--- src/rtl/vsag_pkg.sv ---
package vsag_pkg;

  typedef enum logic [1:0] {
    SEL_THRESH = 2'd0,
    SEL_HCYC   = 2'd1,
    SEL_STATUS = 2'd2,
    SEL_MASK   = 2'd3
  } vsag_sel_e;

  localparam int unsigned NUM_PHASES = 3;
  localparam int unsigned FLAG_BIT   = 16;
  localparam int unsigned WDATA_W    = 32;

endpackage

--- src/rtl/vsag_peak.sv ---
module vsag_peak #(
  parameter int unsigned SMP_W = 24,
  parameter int unsigned THR_W = 24
) (
  input  logic                    clk,
  input  logic                    rst,
  input  logic signed [SMP_W-1:0] smp,
  input  logic                    zc,
  input  logic [THR_W-1:0]        thresh,
  output logic                    below
);

  localparam int unsigned CMP_W = (SMP_W > THR_W) ? SMP_W : THR_W;

  logic [SMP_W-1:0] mag;
  logic [SMP_W-1:0] peak_q;
  logic [SMP_W-1:0] peak_now;

  // Two's-complement magnitude; the most negative code maps onto 2^(SMP_W-1).
  always_comb begin
    mag      = smp[SMP_W-1] ? (~smp + 1'b1) : smp;
    peak_now = (mag > peak_q) ? mag : peak_q;
    below    = (CMP_W'(peak_now) < CMP_W'(thresh));
  end

  always_ff @(posedge clk) begin
    if (rst || zc) begin
      peak_q <= '0;
    end else begin
      peak_q <= peak_now;
    end
  end

  // each half cycle starts with an empty peak.
  assert_peak_restart_R2: assert property (@(posedge clk) disable iff (rst)
    $past(zc) |-> (peak_q == '0));

endmodule

--- src/rtl/vsag_debounce.sv ---
module vsag_debounce #(
  parameter int unsigned CNT_W = 8
) (
  input  logic             clk,
  input  logic             rst,
  input  logic             zc,
  input  logic             below,
  input  logic [CNT_W-1:0] limit,
  input  logic             restart,
  output logic             state,
  output logic             flip
);

  logic [CNT_W-1:0] run_q, run_d;
  logic             state_d;
  logic [CNT_W:0]   run_inc;

  always_comb begin
    run_inc = {1'b0, run_q} + 1'b1;
    run_d   = run_q;
    state_d = state;
    flip    = 1'b0;
    if (restart) begin
      run_d = '0;
    end else if (zc) begin
      if (below != state) begin
        if (run_inc >= {1'b0, limit}) begin
          flip    = 1'b1;
          state_d = ~state;
          run_d   = '0;
        end else begin
          run_d = run_inc[CNT_W-1:0];
        end
      end else begin
        run_d = '0;
      end
    end
  end

  always_ff @(posedge clk) begin
    if (rst) begin
      run_q <= '0;
      state <= 1'b0;
    end else begin
      run_q <= run_d;
      state <= state_d;
    end
  end

  // the state moves only on a half-cycle boundary.
  assert_state_on_strobe_R3: assert property (@(posedge clk) disable iff (rst)
    (state != $past(state)) |-> $past(zc));

  // a partial run never reaches the programmed length.
  assert_run_below_limit_R3: assert property (@(posedge clk) disable iff (rst)
    (run_q < limit));

  // a count write leaves no partial run behind.
  assert_restart_clears_R9: assert property (@(posedge clk) disable iff (rst)
    restart |=> (run_q == '0));

endmodule

--- src/rtl/vsag_event.sv ---
module vsag_event #(
  parameter int unsigned FLAG_POS = 16,
  parameter int unsigned DATA_W   = 32
) (
  input  logic              clk,
  input  logic              rst,
  input  logic              evt,
  input  logic              clr_wr,
  input  logic              mask_wr,
  input  logic [DATA_W-1:0] wr_data,
  output logic              flag,
  output logic              irq_n
);

  logic mask_q;
  logic flag_d, mask_d;

  always_comb begin
    mask_d = mask_wr ? wr_data[FLAG_POS] : mask_q;
    flag_d = flag;
    if (clr_wr && wr_data[FLAG_POS]) flag_d = 1'b0;
    if (evt) flag_d = 1'b1;
  end

  always_ff @(posedge clk) begin
    if (rst) begin
      flag   <= 1'b0;
      mask_q <= 1'b0;
      irq_n  <= 1'b1;
    end else begin
      flag   <= flag_d;
      mask_q <= mask_d;
      irq_n  <= ~(flag_d & mask_d);
    end
  end

  // an event always leaves the flag set.
  assert_event_sets_R6: assert property (@(posedge clk) disable iff (rst)
    evt |=> flag);

  // a clear with no event takes the flag down.
  assert_clear_works_R5: assert property (@(posedge clk) disable iff (rst)
    (clr_wr && wr_data[FLAG_POS] && !evt) |=> !flag);

  // an unmasked rise of the flag pulls the pin low in the same cycle.
  assert_irq_follows_R7: assert property (@(posedge clk) disable iff (rst)
    ($rose(flag) && mask_q) |-> !irq_n);

endmodule

--- src/rtl/vsag_monitor.sv ---
module vsag_monitor
  import vsag_pkg::*;
#(
  parameter int unsigned SMP_W  = 24,
  parameter int unsigned THR_W  = 24,
  parameter int unsigned HCYC_W = 8
) (
  input  logic                    clk,
  input  logic                    rst,
  input  logic signed [SMP_W-1:0] smp_a,
  input  logic signed [SMP_W-1:0] smp_b,
  input  logic signed [SMP_W-1:0] smp_c,
  input  logic [2:0]              zc,
  input  logic                    wr_en,
  input  logic [1:0]              wr_sel,
  input  logic [WDATA_W-1:0]      wr_data,
  output logic [2:0]              phase_state,
  output logic                    sag_flag,
  output logic                    irq_n
);

  logic [THR_W-1:0]  thresh_q;
  logic [HCYC_W-1:0] hcyc_q;
  logic [HCYC_W-1:0] limit;
  logic              hcyc_wr, status_wr, mask_wr;
  logic signed [SMP_W-1:0] smp [NUM_PHASES];
  logic [NUM_PHASES-1:0] below, flip;
  logic              unused_wdata;

  assign unused_wdata = ^wr_data;
  assign smp[0] = smp_a;
  assign smp[1] = smp_b;
  assign smp[2] = smp_c;

  always_comb begin
    hcyc_wr   = wr_en && (vsag_sel_e'(wr_sel) == SEL_HCYC);
    status_wr = wr_en && (vsag_sel_e'(wr_sel) == SEL_STATUS);
    mask_wr   = wr_en && (vsag_sel_e'(wr_sel) == SEL_MASK);
    limit     = (hcyc_q == '0) ? HCYC_W'(1) : hcyc_q;
  end

  always_ff @(posedge clk) begin
    if (rst) begin
      thresh_q <= '0;
      hcyc_q   <= '0;
    end else if (wr_en) begin
      if (vsag_sel_e'(wr_sel) == SEL_THRESH) thresh_q <= wr_data[THR_W-1:0];
      if (hcyc_wr) hcyc_q <= wr_data[HCYC_W-1:0];
    end
  end

  for (genvar p = 0; p < NUM_PHASES; p++) begin : g_phase
    vsag_peak #(.SMP_W(SMP_W), .THR_W(THR_W)) i_peak (
      .clk    (clk),
      .rst    (rst),
      .smp    (smp[p]),
      .zc     (zc[p]),
      .thresh (thresh_q),
      .below  (below[p])
    );

    vsag_debounce #(.CNT_W(HCYC_W)) i_deb (
      .clk     (clk),
      .rst     (rst),
      .zc      (zc[p]),
      .below   (below[p]),
      .limit   (limit),
      .restart (hcyc_wr),
      .state   (phase_state[p]),
      .flip    (flip[p])
    );
  end

  vsag_event #(.FLAG_POS(FLAG_BIT), .DATA_W(WDATA_W)) i_event (
    .clk     (clk),
    .rst     (rst),
    .evt     (|flip),
    .clr_wr  (status_wr),
    .mask_wr (mask_wr),
    .wr_data (wr_data),
    .flag    (sag_flag),
    .irq_n   (irq_n)
  );

  // the flag rises only on an edge that moved a phase state.
  assert_flag_has_cause_R4: assert property (@(posedge clk) disable iff (rst)
    $rose(sag_flag) |-> (phase_state != $past(phase_state)));

  // every state change leaves the flag set.
  assert_change_flags_R4: assert property (@(posedge clk) disable iff (rst)
    (phase_state != $past(phase_state)) |-> sag_flag);

endmodule

--- config.mk ---
export PLATFORM = sky130hd
export DESIGN_NAME = vsag_monitor
export DESIGN_NICKNAME = d
export VERILOG_FILES = /design/src/rtl/vsag_pkg.sv /design/src/rtl/vsag_peak.sv /design/src/rtl/vsag_debounce.sv /design/src/rtl/vsag_event.sv /design/src/rtl/vsag_monitor.sv
export SDC_FILE = /design/constraint.sdc
export NUM_CORES = 1
export LEC_CHECK = 0
export CAP_MARGIN = 25
export CORE_UTILIZATION = 57
export CTS_BUF_LIST = sky130_fd_sc_hd__clkbuf_4 sky130_fd_sc_hd__clkbuf_8
export CTS_CLUSTER_SIZE = 25
export DETAILED_ROUTE_END_ITERATION = 6
export PLACE_DENSITY = 0.88
export SYNTH_ARGS = -nofsm -noshare
export SYNTH_HDL_FRONTEND = slang
export SYNTH_SLANG_ARGS = --single-unit
--- constraint.sdc ---
create_clock -name clk -period 14.79 [get_ports clk]
set_input_delay 2.2185 -clock clk [delete_from_list [all_inputs] [get_ports clk]]
set_output_delay 2.2185 -clock clk [all_outputs]
set_load 0.03 [all_outputs]
; After elaboration in Yosys (flattened, before gate mapping)
; Cells that the tools add are included.
[op_classes]
add_sub_neg = 6
order_cmp = 9
eq_ne = 6
mux = 28
n_bitwise = 9
reduce_logical = 16
[ops]
columns = op, n
row1 = $mux 24, 6
row2 = $add 24x1->24 const B, 3
row3 = $gt 24x24->1, 3
row4 = $lt 24x24->1, 3
row5 = $not 24->24, 3
row6 = $mux 8, 7
row7 = $add 8x1->9 const B, 3
row8 = $ge 9x8->1, 3
row9 = $mux 1, 15
row10 = $reduce_and 4->1, 3
row11 = $logic_not 8->1, 1
row12 = $not 1->1, 5
row13 = $eq 2x2->1 const B, 2
row14 = $logic_and 1x1->1, 4
row15 = $reduce_and 2->1, 2
row16 = $logic_or 1x1->1, 3
row17 = $ne 1x1->1, 3
row18 = $reduce_or 3->1, 1
row19 = $eq 2x1->1 const B, 1
row20 = $logic_not 2->1, 1
row21 = $reduce_or 2->1, 1
row22 = $and 1x1->1, 1
[word_totals]
ff_bits = 134
inputBits = 112
output_inout_bits = 5
word_cells = 88

; Depth between registers and ports, before layout
[logic_depth]
depth_word = 14
depth_mapped = 28
ltp_nobuf = 26

; Modules after synthesis
; Synthesis repeated with hierarchy kept, for this count alone.
[hier_totals]
cells_unflattened = 1416
hier_area_um2 = 12079.1
[by_module_without_submodules]
columns = module, n_inst, cells_per_inst, area_each_um2, seq_area_each_um2
row1 = vsag_peak (g_phase[1].i_peak), 1, 382, 3106.7, 480.5
row2 = vsag_peak (g_phase[0].i_peak), 1, 314, 2675.1, 480.5
row3 = vsag_peak (g_phase[2].i_peak), 1, 309, 2593.7, 480.5
row4 = vsag_debounce, 3, 85, 706.9, 180.2
row5 = vsag_monitor, 1, 147, 1481.4, 640.6
row6 = vsag_event, 1, 9, 101.3, 60.1

; Worst setup path after synthesis
; Ideal clock, no wire load.
[synth_timing]
kind = input to register
from = input smp_a[6]
to = register g_phase[0].i_deb.run_q[0]
setup_time_ps = 67
arrival_ps = 8757
required_time_ps = 14723
path_slack_ps = 5966
stages = 26
n_path_buf = 3
cell_sequence = or4_1 > or3_1 > or3_1 > nand2b_1 > or4b_1 > inv_1 > ha_1 > nand4_1 > or4_4 > nor4_4 > a311oi_1 > nor2_1 > clkbuf_1 > clkbuf_1 > a21oi_1 > ha_1 > a21oi_1 > o21ai_0 > a221oi_1 > o211ai_1 > or3b_2 > o211a_1 > xor2_1 > or4b_1 > buf_6 > o21ai_2
[synth_between]
elab_chain_cells = 8
[synth_lines]
columns = item, line_no
row1 = "start, declared", vsag_monitor.sv:10  ; input logic signed [SMP_W-1:0] smp_a,
row2 = $not 24->24, vsag_peak.sv:21  ; mag = smp[SMP_W-1] ? (~smp + 1'b1) : smp;
row3 = $add 24x1->24, vsag_peak.sv:21
row4 = $mux 24 *, vsag_peak.sv:21
row5 = $gt 24x24->1, vsag_peak.sv:22  ; peak_now = (mag > peak_q) ? mag : peak_q;
row6 = $mux 24 *, vsag_peak.sv:22
row7 = via g_phase[0].i_peak.peak_now[15], vsag_peak.sv:17  ; logic [SMP_W-1:0] peak_now;
row8 = $lt 24x24->1 *, vsag_peak.sv:23  ; below = (CMP_W'(peak_now) < CMP_W'(thresh));
row9 = $ne 1x1->1 *, vsag_debounce.sv:26  ; if (below != state) begin
row10 = $mux 8 *, vsag_debounce.sv:26
row11 = "end signal, assigned", vsag_debounce.sv:45  ; run_q <= run_d;
row12 = "end, declared", vsag_debounce.sv:14  ; logic [CNT_W-1:0] run_q, run_d;
; Mark *: on every way through the listed nets, which the timed path passes. The rest lies on a longest branch.
; A chain may end at the register's enable or synchronous reset.

; Worst setup path after layout
[layout_timing]
from = input smp_c[9]
to = register g_phase[2].i_deb.run_q[3]
[layout_between]
elab_chain_cells = 8
[layout_lines]
columns = item, line_no
row1 = "start, declared", vsag_monitor.sv:12  ; input logic signed [SMP_W-1:0] smp_c,
row2 = $not 24->24, vsag_peak.sv:21
row3 = $add 24x1->24, vsag_peak.sv:21
row4 = $mux 24 *, vsag_peak.sv:21
row5 = $gt 24x24->1, vsag_peak.sv:22
row6 = $mux 24 *, vsag_peak.sv:22
row7 = via g_phase[2].i_peak.peak_now[11], vsag_peak.sv:17
row8 = $lt 24x24->1 *, vsag_peak.sv:23
row9 = $ne 1x1->1 *, vsag_debounce.sv:26
row10 = $mux 8 *, vsag_debounce.sv:26
row11 = "end signal, assigned", vsag_debounce.sv:45
row12 = "end, declared", vsag_debounce.sv:14
; Marked as above.

==> results by group <==
Setup path
  – Delay-heaviest family, CP: simple AND/OR/NAND/NOR gates
  – Critical Path Source Type: input pin
  – Setup Crit Path Kind: input pin to register
  – CP startpoint: smp_c[9]
  – Worst setup EP type: register
  – Max stage delay on crit path: 0.82 ns
  – Crit-path max FO: 37
  – Worst Path Required: 15.17 ns
  – Slowest cell on crit path: mux2i_1
  – CP bufs+invs: 2
  – R2r startpoint: g_phase[2].i_peak.peak_q[22]$_SDFF_PP0_
  – Data arrival, critical path: 10.32 ns

Yosys
  – Dominant cells by area after synthesis: dfxtp_1 24%, ha_1 20%, a21oi_1 7.2%
  – Simple-gate portion of the synthesized area: 23.37%
  – Post-synth EDFFs: 0
  – Synth Area in Compound Gates: 18.65%
  – Synth Area in XOR/XNOR: 6.632%
  – Yosys top cell area share: 24.47%
  – Mapped Area: 10960 um2
  – Most used DFF post-synth: dfxtp_1
  – Synth cell types: 60
  – YS warnings: 0
  – Post-synthesis sequential area ratio: 24.47%
  – Combinational family with the most area after synthesis: simple AND/OR/NAND/NOR gates
  – Syn Nets: 1703
  – Adder-Cell Fraction of Synth Area: 19.52%
  – Cells after Synth: 1420
  – Fraction of synthesized area in multiplexers: 1.187%
  – Synth area leader: dfxtp_1
  – Asr flop ratio synth: 0%
  – Syn avg cell area: 7.719 um2
  – Yosys reg bits: 134

Pwr
  – Pleak: 4.803 nW
  – P per Cell Area: 100.7 nW/um2
  – Peak VDD IR: 0.00007840 V

Placed design
  – Detailed Place HPWL: 21.26 mm
  – Placer congestion estimate: 0.8784
  – Port Buffers: 108

Floorplan
  – Chip height: 140.7 um
  – Total core area: 18770 um2
  – Die width: 140.7 um
  – Boundary pin count: 117
  – Std-Cell Rows: 50
  – Total die area: 19790 um2
  – Initial Utilization: 58.40%

Final layout
  – Layout cells sized above 1: 4.611%
  – Layout overhead on the synthesized area: 14.98%
  – Final core utilization: 67.15%
  – Commonest cells after routing, fill and taps aside: 171 x ha_1, 157 x a21oi_1, 148 x nand2_1
  – Final net count: 1788
  – Most common cell after layout, fill and taps aside: ha_1
  – Antenna cell count: 0

Clock network
  – # hold bufs at CTS: 0
  – Post-CTS setup buffers: 0
  – Worst skew pair latency: 0.47 ns
  – Bufs on Longest Clock Path: 2
  – Clk root buf: clkbuf_8
  – CTS Buf Count: 17
  – CTS tree: done
  – # clock sinks: 134
  – Post_cts resized: 0
  – H-tree depth: 4
  – Worst-path clk slew: 0.08 ns

Run status
  – Status: finished clean

STA
  – Worst hold slack: 0.4563 ns
  – Period utilization: 67.19%
  – Fmax: 100.6 MHz
  – Final setup fails: 0
  – Final Hold Fails: 0
  – Setup TNS: 0 ns
  – Unrepaired setup endpoints after global routing: false
  – Tmin final: 9.938 ns
  – Least-Margin Pin Slew: 1.065 ns
  – Final Max Slew Viols: 0
  – Clock skew: 0.01619 ns
  – Relative slew slack: 28.95%

Global routing
  – Global route overflow: 0
  – Largest net degree at the start of global routing: 46
  – Busiest grt layer: met2
  – Met3 usage: 4.552%
  – Global-route wire length before repair: 44.69 mm
  – GRT Total Usage: 27.92%
  – Antenna violations before repair: 0
  – Vias in the first global route: 9874
  – M2 GR Usage: 49.62%
  – Met1 usage: 32.99%

Worst hold path
  – Hold Crit Class: register to register
  – Worst hold start: thresh_q[11]$_SDFFE_PP0P_

Routing
  – DRC: 0
  – DR vias/cell: 5.909
  – Via Count: 10.35k
  – 1st-iter DRT viols: 763
  – DRT antenna net count: 0
  – Drt pass-1 iters: 6
  – WL per Instance: 15.58 um
  – Final WL: 27.30 mm

Run
  – Max-cap viol count: 0
==> tightest hold or removal path: stages, from the launching register on <==
cell and delay (ns):
dfxtp_1 0.31, nand2_1 0.05, a21oi_1 0.05
==> sequential cells by signal, summed over array words and instances, names as in the netlist <==
signal / count
g_phase.i_deb.run_q: 24
g_phase.i_peak.peak_q: 72
i_event.flag: 1
g_phase.i_deb.state: 3
hcyc_q: 8
thresh_q: 24
i_event.irq_n: 1
i_event.mask_q: 1
==> metrics by stage <==
step	power, mW	setup WS, ns	area (um2)	instances
after floorplan	0.7865	5.966	10960	1420
after global placement	0.9053	4.770	12180	1720
after detailed placement	0.9281	4.480	12180	1720
after CTS	1.262	4.969	12600	1752
after global routing	1.354	4.179	12600	1752
final	1.269	4.852	12600	1752
==> layout make-up <==
| type | instances | area, um2 |
|---|---|---|
| clock buffer | 21 | 270.3 |
| clock inverter | 11 | 150.1 |
| fill | 1493 | 6166 |
| inverter | 129 | 484.2 |
| multi-input combinational | 1111 | 7611 |
| sequential | 134 | 2683 |
| tap | 234 | 292.8 |
| timing repair buffer | 112 | 1111 |
==> where the power goes <==
part / internal (mW) / switching, mW
Sequential: 0.386 / 0.0117
Clock: 0.177 / 0.155
Combinational: 0.231 / 0.308
==> logic make-up (layout without fill, tap and decap cells) <==
| kind of cell | Yosys count | count (layout) |
|---|---|---|
| xor gates and xnor gates | 83 | 83 |
| AOI/OAI and AO/OA | 338 | 338 |
| adders and majority gates | 171 | 171 |
| DFF | 134 | 134 |
| muxes | 12 | 12 |
| and+or+nand+nor | 507 | 507 |
| buffers and inverters | 175 | 273 |
==> synthesized netlist by cell type, types with 4 or more instances <==
| library cell | n |
|---|---|
| a211o_1 | 5 |
| a211oi_1 | 10 |
| a21o_1 | 14 |
| a21oi_1 | 157 |
| a221oi_1 | 8 |
| a31oi_1 | 11 |
| and3_1 | 6 |
| clkbuf_1 | 41 |
| dfxtp_1 | 134 |
| ha_1 | 171 |
| inv_1 | 129 |
| mux2_2 | 8 |
| mux2i_1 | 4 |
| nand2_1 | 148 |
| nand2b_1 | 29 |
| nand3_1 | 36 |
| nand3b_1 | 8 |
| nand4_1 | 33 |
| nand4b_1 | 4 |
| nor2_1 | 101 |
| nor2b_1 | 74 |
| nor3_1 | 13 |
| nor4_1 | 13 |
| o211ai_1 | 7 |
| o21ai_0 | 60 |
| o21ai_2 | 8 |
| o31ai_1 | 20 |
| o41ai_1 | 10 |
| or2_2 | 8 |
| or3_1 | 14 |
| or4_1 | 9 |
| xnor2_1 | 70 |
| xor2_1 | 13 |
==> final timing paths <==
check	endpoint	slack [ns]	cells after the start
worst max-delay path	g_phase[2].i_deb.run_q[3]$_SDFFE_PP0P_	4.85	26
worst min-delay path	thresh_q[11]$_SDFFE_PP0P_	0.46	2
worst max register to register	g_phase[2].i_deb.run_q[3]$_SDFFE_PP0P_	8.79	19
worst min register to register	thresh_q[11]$_SDFFE_PP0P_	0.46	2
==> layer usage <==
metal	wire length, um	vias to the layer above	part of all wire, %
li1	-	5162	-
met1	11480	4800	42
met2	13250	320	49
met3	1639	70	6.0
met4	930	0	3.4
met5	0	-	0
(Power assumes the default switching activity.)
